===== src/rtl/irqc_pkg.sv =====
package irqc_pkg;
    localparam int RAW_W        = 8;
    localparam int BIT_RX_ONE   = 0;
    localparam int BIT_TX_PKT   = 1;
    localparam int BIT_TX_EMPTY = 6;
    localparam int BIT_RX_MULTI = 7;
    localparam int GATE_PORT    = 18;
    localparam int GATE_GLOBAL  = 19;
    localparam int THR_LSB      = 24;
    localparam int THR_W        = 8;

    localparam logic [31:0] ENA_STORE_MASK = 32'h000C_00FF;

    localparam logic [1:0] WORD_RAW  = 2'd0;
    localparam logic [1:0] WORD_ENA  = 2'd1;
    localparam logic [1:0] WORD_COAL = 2'd2;

    typedef enum logic [1:0] {
        CS_IDLE    = 2'd0,
        CS_COLLECT = 2'd1,
        CS_FIRE    = 2'd2
    } coal_state_t;
endpackage


===== src/rtl/irqc_raw_status.sv =====
module irqc_raw_status
    import irqc_pkg::*;
#(
    parameter int PEND_W = 8
) (
    input  logic             clk,
    input  logic             rst_n,
    input  logic [RAW_W-1:0] set_vec,
    input  logic [RAW_W-1:0] clr_vec,
    output logic [RAW_W-1:0] raw_o
);
    localparam logic [PEND_W-1:0] PEND_MAX = {PEND_W{1'b1}};

    for (genvar i = 0; i < RAW_W; i++) begin : g_bit
        if (i == BIT_RX_ONE) begin : g_pending
            logic [PEND_W-1:0] pend_q;
            logic              inc;
            logic              dec;

            always_comb begin
                inc = set_vec[i] && (pend_q != PEND_MAX);
                dec = clr_vec[i] && (pend_q != '0);
            end

            always_ff @(posedge clk or negedge rst_n) begin
                if (!rst_n) begin
                    pend_q <= '0;
                end else begin
                    unique case ({inc, dec})
                        2'b10:   pend_q <= pend_q + 1'b1;
                        2'b01:   pend_q <= pend_q - 1'b1;
                        default: pend_q <= pend_q;
                    endcase
                end
            end

            assign raw_o[i] = (pend_q != '0);
        end else begin : g_sticky
            logic bit_q;

            always_ff @(posedge clk or negedge rst_n) begin
                if (!rst_n) begin
                    bit_q <= 1'b0;
                end else if (set_vec[i]) begin
                    bit_q <= 1'b1;
                end else if (clr_vec[i]) begin
                    bit_q <= 1'b0;
                end
            end

            assign raw_o[i] = bit_q;
        end
    end
endmodule


===== src/rtl/irqc_gate.sv =====
module irqc_gate
    import irqc_pkg::*;
(
    input  logic             clk,
    input  logic             rst_n,
    input  logic             ena_wr,
    input  logic [31:0]      ena_wdata,
    input  logic [RAW_W-1:0] raw_i,
    output logic [31:0]      ena_o,
    output logic             irq_o
);
    logic [31:0] ena_q;

    always_ff @(posedge clk or negedge rst_n) begin
        if (!rst_n) begin
            ena_q <= '0;
        end else if (ena_wr) begin
            ena_q <= ena_wdata & ENA_STORE_MASK;
        end
    end

    always_comb begin
        logic any_src;
        any_src = |(raw_i & ena_q[RAW_W-1:0]);
        irq_o   = any_src && ena_q[GATE_PORT] && ena_q[GATE_GLOBAL];
        ena_o   = ena_q;
    end
endmodule


===== src/rtl/irqc_rx_coalesce.sv =====
module irqc_rx_coalesce
    import irqc_pkg::*;
#(
    parameter int TMR_W    = 16,
    parameter int TICK_DIV = 4
) (
    input  logic             clk,
    input  logic             rst_n,
    input  logic             rx_frame,
    input  logic             pending_nz,
    input  logic [THR_W-1:0] thr_i,
    input  logic [TMR_W-1:0] tmr_init_i,
    output logic             multi_evt_o,
    output coal_state_t      state_o
);
    localparam int PRE_W = (TICK_DIV > 1) ? $clog2(TICK_DIV) : 1;
    localparam logic [PRE_W-1:0] PRE_LAST = PRE_W'(TICK_DIV - 1);

    coal_state_t       state_q;
    coal_state_t       state_d;
    logic [THR_W-1:0]  cnt_q;
    logic [TMR_W-1:0]  tmr_q;
    logic [PRE_W-1:0]  pre_q;
    logic [THR_W:0]    cnt_inc;
    logic [THR_W:0]    thr_eff;
    logic              tick;
    logic              expired;
    logic              load;
    logic              small_thr;

    always_comb begin
        cnt_inc   = {1'b0, cnt_q} + {{THR_W{1'b0}}, 1'b1};
        thr_eff   = (thr_i == '0) ? {{THR_W{1'b0}}, 1'b1} : {1'b0, thr_i};
        small_thr = (thr_i <= THR_W'(1));
        tick      = (pre_q == PRE_LAST);
        expired   = tick && (tmr_q == '0);
        load      = rx_frame && (state_q != CS_COLLECT);
    end

    // next-state process
    always_comb begin
        state_d = state_q;
        unique case (state_q)
            CS_IDLE: begin
                if (rx_frame) state_d = small_thr ? CS_FIRE : CS_COLLECT;
            end
            CS_COLLECT: begin
                if (rx_frame && (cnt_inc >= thr_eff)) begin
                    state_d = CS_FIRE;
                end else if (expired) begin
                    state_d = (pending_nz || rx_frame) ? CS_FIRE : CS_IDLE;
                end
            end
            CS_FIRE: begin
                if (rx_frame) state_d = small_thr ? CS_FIRE : CS_COLLECT;
                else          state_d = CS_IDLE;
            end
            default: state_d = CS_IDLE;
        endcase
    end

    // state register process
    always_ff @(posedge clk or negedge rst_n) begin
        if (!rst_n) state_q <= CS_IDLE;
        else        state_q <= state_d;
    end

    // frame count, countdown and prescaler
    always_ff @(posedge clk or negedge rst_n) begin
        if (!rst_n) begin
            cnt_q <= '0;
            tmr_q <= '0;
            pre_q <= '0;
        end else begin
            if (state_d != CS_COLLECT)  cnt_q <= '0;
            else if (load)              cnt_q <= THR_W'(1);
            else if (rx_frame)          cnt_q <= cnt_inc[THR_W-1:0];

            if (load) begin
                tmr_q <= tmr_init_i;
                pre_q <= '0;
            end else if (state_q == CS_COLLECT) begin
                pre_q <= tick ? '0 : pre_q + 1'b1;
                if (tick && (tmr_q != '0)) tmr_q <= tmr_q - 1'b1;
            end else begin
                pre_q <= '0;
            end
        end
    end

    // output process
    always_comb begin
        multi_evt_o = (state_q == CS_FIRE);
        state_o     = state_q;
    end
endmodule


===== src/rtl/mac_irq_ctrl.sv =====
module mac_irq_ctrl
    import irqc_pkg::*;
#(
    parameter int PEND_W       = 8,
    parameter int TMR_W        = 16,
    parameter int TICK_DIV     = 4,
    parameter int DEF_THR      = 8,
    parameter int DEF_TMR      = 'h74
) (
    input  logic        clk,
    input  logic        rst_n,
    input  logic        reg_wr_en,
    input  logic [1:0]  reg_addr,
    input  logic [31:0] reg_wdata,
    output logic [31:0] reg_rdata,
    input  logic        ev_rx_frame,
    input  logic        ev_tx_done,
    input  logic        ev_tx_empty,
    output logic        irq
);
    logic [RAW_W-1:0] raw_bits;
    logic [RAW_W-1:0] set_vec;
    logic [RAW_W-1:0] clr_vec;
    logic [31:0]      ena_bits;
    logic [THR_W-1:0] thr_q;
    logic [TMR_W-1:0] tmr_init_q;
    logic             multi_evt;
    logic             wr_raw;
    logic             wr_ena;
    logic             wr_coal;
    coal_state_t      coal_state;

    always_comb begin
        wr_raw  = reg_wr_en && (reg_addr == WORD_RAW);
        wr_ena  = reg_wr_en && (reg_addr == WORD_ENA);
        wr_coal = reg_wr_en && (reg_addr == WORD_COAL);
        clr_vec = wr_raw ? reg_wdata[RAW_W-1:0] : '0;
        set_vec = '0;
        set_vec[BIT_RX_ONE]   = ev_rx_frame;
        set_vec[BIT_TX_PKT]   = ev_tx_done;
        set_vec[BIT_TX_EMPTY] = ev_tx_empty;
        set_vec[BIT_RX_MULTI] = multi_evt;
    end

    always_ff @(posedge clk or negedge rst_n) begin
        if (!rst_n) begin
            thr_q      <= THR_W'(DEF_THR);
            tmr_init_q <= TMR_W'(DEF_TMR);
        end else if (wr_coal) begin
            thr_q      <= reg_wdata[THR_LSB +: THR_W];
            tmr_init_q <= reg_wdata[TMR_W-1:0];
        end
    end

    irqc_raw_status #(.PEND_W(PEND_W)) u_status (
        .clk     (clk),
        .rst_n   (rst_n),
        .set_vec (set_vec),
        .clr_vec (clr_vec),
        .raw_o   (raw_bits)
    );

    irqc_gate u_gate (
        .clk       (clk),
        .rst_n     (rst_n),
        .ena_wr    (wr_ena),
        .ena_wdata (reg_wdata),
        .raw_i     (raw_bits),
        .ena_o     (ena_bits),
        .irq_o     (irq)
    );

    irqc_rx_coalesce #(.TMR_W(TMR_W), .TICK_DIV(TICK_DIV)) u_coal (
        .clk         (clk),
        .rst_n       (rst_n),
        .rx_frame    (ev_rx_frame),
        .pending_nz  (raw_bits[BIT_RX_ONE]),
        .thr_i       (thr_q),
        .tmr_init_i  (tmr_init_q),
        .multi_evt_o (multi_evt),
        .state_o     (coal_state)
    );

    always_comb begin
        unique case (reg_addr)
            WORD_RAW:  reg_rdata = 32'(raw_bits);
            WORD_ENA:  reg_rdata = ena_bits;
            WORD_COAL: reg_rdata = {thr_q, {(THR_LSB - TMR_W){1'b0}}, tmr_init_q};
            default:   reg_rdata = '0;
        endcase
    end
endmodule


===== config.mk =====
export PLATFORM = sky130hd
export DESIGN_NAME = mac_irq_ctrl
export DESIGN_NICKNAME = d
export VERILOG_FILES = /design/src/rtl/irqc_pkg.sv /design/src/rtl/irqc_raw_status.sv /design/src/rtl/irqc_gate.sv /design/src/rtl/irqc_rx_coalesce.sv /design/src/rtl/mac_irq_ctrl.sv
export SDC_FILE = /design/constraint.sdc
export NUM_CORES = 1
export LEC_CHECK = 0
export BUFFER_PORTS_ARGS = -buffer_cell sky130_fd_sc_hd__buf_2
export CORE_MARGIN = 2
export CORE_UTILIZATION = 50
export DETAILED_ROUTE_END_ITERATION = 16
export PLACE_DENSITY_LB_ADDON = 0.05
export SETUP_SLACK_MARGIN = 0.1
export SLEW_MARGIN = 20
export SYNTH_ARGS = -nofsm -noshare
export SYNTH_HDL_FRONTEND = slang
export SYNTH_SLANG_ARGS = --single-unit

===== constraint.sdc =====
create_clock -name clk -period 2.45 [get_ports clk]
set_input_delay 0.49 -clock clk [delete_from_list [all_inputs] [get_ports clk]]
set_output_delay 0.49 -clock clk [all_outputs]
set_load 0.005 [all_outputs]

==> metrics.md <==
| Metric | Value |
|---|---|
| Num rows | `33` |
| Area of the multi-input gates | `roughly 2400 um2` |
| CP Class | `register to register` |
| Die area | `roughly 9000 um2` |
| Comb pwr share | `between 30% and 40%` |
| Worst Hold Class | `primary input to asynchronous set/reset pin` |
| Arr. time, crit path | `2860 ps` |
| Drt wl/cell | `between 15 and 20 um` |
| Post-DP HPWL | `~6.6 mm` |
| Global-route wire length before repair | `15.5 mm` |
| Leakage | `between 2 and 2.5 nW` |
| Post-route DRC | `0` |
| Reg clk slew, reported paths | `80 ps` |
| Cell Area, Synth | `4140 um2` |
| Worst path slowest cell | `or4_4` |
| Port Buffers | `60` |
| Vias in the first global route | `roughly 3.3k` |
| CTS sink cnt | `73` |
| Clock Tree Root | `clkbuf_8` |
| Minimum clock period | `roughly 2600 ps` |
| Commonest cells after routing, fill and taps aside | `dfrtp_1 (66), buf_2 (60), nand2_1 (42)` |
| Commonest non-fill, non-tap cell in the layout | `dfrtp_1` |
| # setup viols final | `10` |
| FMAX | `385 MHz` |
| Netlist cell types | `55` |
| Switching Share | `a little over a third` |
| Total CTS buffers | `9` |
| GRT Total Usage | `22.0%` |
| TritonCTS clock tree | `yes` |
| Initial drt markers | `roughly 110` |
| Cell Pwr Density | `~910 nW/um2` |
| Core area | `between 8000 and 9000 um2` |
| XOR/XNOR share of the synthesized area | `2.54%` |
| Slew Limit Fails | `0` |
| Worst Tran Pin Value | `approximately 660 ps` |
| Worst setup EP type | `register` |
| CP Data Required Time | `~2700 ps` |
| First-pass DRT Iterations | `4` |
| Vias per cell | `~5.5` |
| Final hold violation count | `0` |
| Worst rel slew slack | `between 50% and 60%` |
| Net load switching power | `1.74 mW` |
| Initial antenna violation count | `0` |
| Max_cap viols | `0` |
| Worst Skew | `approximately 7 ps` |
| Clock power frac | `a little over a fifth` |
| Failing checks | `negative setup slack` |
| Fin crit share | `106%` |
| Sequential-to-total area share from yosys stat | `44.3%` |
| RSZ-0062 raised after global routing | `true` |
| Post-Syn Area per Cell | `10.2 um2` |
| Routability cong. | `0.874` |
| Critical path cell sequence | `or4_4 > nor4_4 > or2_4 > ha_4 > nand2b_4 > a2111o_1 > nand4_1 > a31oi_4 > nor3_1` |
| Max VDD drop | `0.382 mV` |
| Synthesis-to-layout area growth | `27.4%` |
| Clk_lat worst skew | `340 ps` |
| Sequential share of power | `40.4%` |
| CTS Hold Bufs | `0` |
| Place WS | `-224 ps` |
| Multiplexer share of the synthesized area | `a little over a tenth` |
| Post-synth EDFFs | `0` |
| Synth Area in Compound Gates | `a little under an eighth` |
| Final setup margin | `-151 ps` |
| Layout cells sized above 1 | `between 30% and 40%` |
| Synth Warn # | `0` |
| Post-route ant nets | `0` |
| Internal power | `3.08 mW` |
| CP peak stage delay | `550 ps` |
| Main flop type after synthesis | `dfrtp_1` |
| Util after Layout | `approximately 65%` |
| Register bit total from synthesis | `73` |
| Diode count | `0` |
| Crit-path max FO | `5` |
| Register area | `~1800 um2` |
| GRT overflow | `0` |
| Initial Utilization | `around 51%` |
| Die Y | `~95 um` |
| Num ports | `73` |
| Die X | `around 95 um` |
| Via count | `approximately 3.3k` |
| Adder-cell area share of the yosys netlist | `~6%` |
| CTS max path bufs | `2` |
| Syn Inst Count | `405` |
| Largest net degree at the start of global routing | `between 40 and 50` |
| Fillers | `approximately 680` |
| Largest family of logic cells by synthesized area | `simple AND/OR/NAND/NOR gates` |
| Fin Setup TNS | `-1230 ps` |
| Post-synth ARST share | `between 90% and 100%` |
| NumNets Final | `approximately 560` |
| H-tree levels | `3` |
| Synth Area in Simple Gates | `between 20% and 30%` |
| Critical Path Source Type | `register` |
| Status | `finished with violations` |
| Total power | `about 4.8 mW` |
| WL final | `9.28 mm` |
| Worst Hold Margin | `about 160 ps` |
metal layers:
metal,GRT usage (%),share of wire (%)
met5,0,0
met4,7.25,1.0
met3,3.03,2.8
met2,37.1,50
met1,29.3,46
synthesized netlist by cell type (4+ instances only):
| cell type | count | share of area, % |
|---|---|---|
| inv_1 | 17 | 1.5 |
| a21oi_1 | 11 | 1.3 |
| mux2i_1 | 5 | 1.2 |
| xnor2_1 | 5 | 1.1 |
| dfrtp_1 | 68 | 41 |
| dfstp_2 | 5 | 3.2 |
| nor2b_1 | 6 | 0.91 |
| ha_1 | 18 | 5.4 |
| or4_1 | 6 | 1.1 |
| mux2_2 | 34 | 9.3 |
| a21o_1 | 4 | 0.73 |
| nor4_1 | 4 | 0.61 |
| nor3_1 | 17 | 2.1 |
| buf_4 | 7 | 1.3 |
| o21ai_0 | 16 | 1.9 |
| nand4_1 | 6 | 0.91 |
| o211ai_1 | 12 | 2.2 |
| and2_1 | 19 | 2.9 |
| a22o_1 | 4 | 0.85 |
| nand2_1 | 42 | 3.8 |
| nor2_1 | 14 | 1.3 |
| xor2_1 | 7 | 1.5 |
| nand3_1 | 16 | 1.9 |
| o311ai_1 | 7 | 1.5 |
| and3_1 | 8 | 1.2 |
| clkbuf_1 | 9 | 0.82 |
logic make-up (layout without fill, tap and decap cells):
family	after synthesis	after routing
mux	39	39
other cells	1	6
fa+ha+maj	19	19
flops	73	73
compound gates	68	69
xor+xnor	12	12
simple gates	157	157
buf+inv	36	129
power by group through the flow:
| stage | logic [mW] | registers [mW] | clock network [mW] |
|---|---|---|---|
| global placement | 1.63 | 1.92 | 0 |
| detailed placement | 1.69 | 1.94 | 0 |
| finish | 1.84 | 1.95 | 1.03 |
| floorplan | 1.17 | 1.88 | 0 |
| CTS | 1.80 | 1.94 | 1.05 |
| global route | 2.07 | 2.01 | 1.10 |
layout make-up:
cell class,instances,area share (%)
flip-flops and latches,73,34.8
multi-input cells,302,46.4
inverters,17,1.21
well taps,105,2.49
clock inverters,6,1.57
repair buffers,96,11.0
clock buffers,10,2.42
worst paths after layout:
check	startpoint	endpoint	slack (ps)	cells past startpoint
max	thr_q[7]	u_coal.cnt_q[5]	-150	9
min	rst_n	tmr_init_q[9]	160	2
max reg2reg	thr_q[7]	u_coal.cnt_q[5]	-150	9
min reg2reg	u_coal.pre_q[0]	u_coal.pre_q[0]	440	1
max in group asynchronous	rst_n	u_coal.tmr_q[1]	1840	2
min in group clk	ev_tx_done	u_status.g_bit[1].g_sticky.bit_q	320	2
what timing repair did:
item                                    in CTS  in global routing
pin swaps                                   16                 15
resized for setup                           22                 14
setup buffers                                1                  1
cloned                                       1                  0
endpoints found under the setup margin      12                 15
registers in the layout, summed over array words and instances, names as in the netlist:
signal,flops
u_gate.ena_o,10
u_coal.state_o,2
tmr_init_q,16
u_coal.cnt_q,8
thr_q,8
u_coal.pre_q,2
u_status.g_bit.g_sticky.bit_q,3
u_status.g_bit.g_pending.pend_q,8
u_coal.tmr_q,16
worst max-delay path, delay by kind of cell, from the launching register on:
family,cells,cell delay (ps)
compound gates,2,540
simple gates,6,1410
flops,1,390
fa+ha+maj,1,180
metrics by stage:
| stage | cell area (um2) | instances |
|---|---|---|
| global route | 5270 | 609 |
| CTS | 5210 | 608 |
| detailed placement | 4850 | 590 |
| global placement | 4850 | 590 |
| finish | 5270 | 609 |
| floorplan | 4260 | 410 |
(Power assumes the default switching activity.)
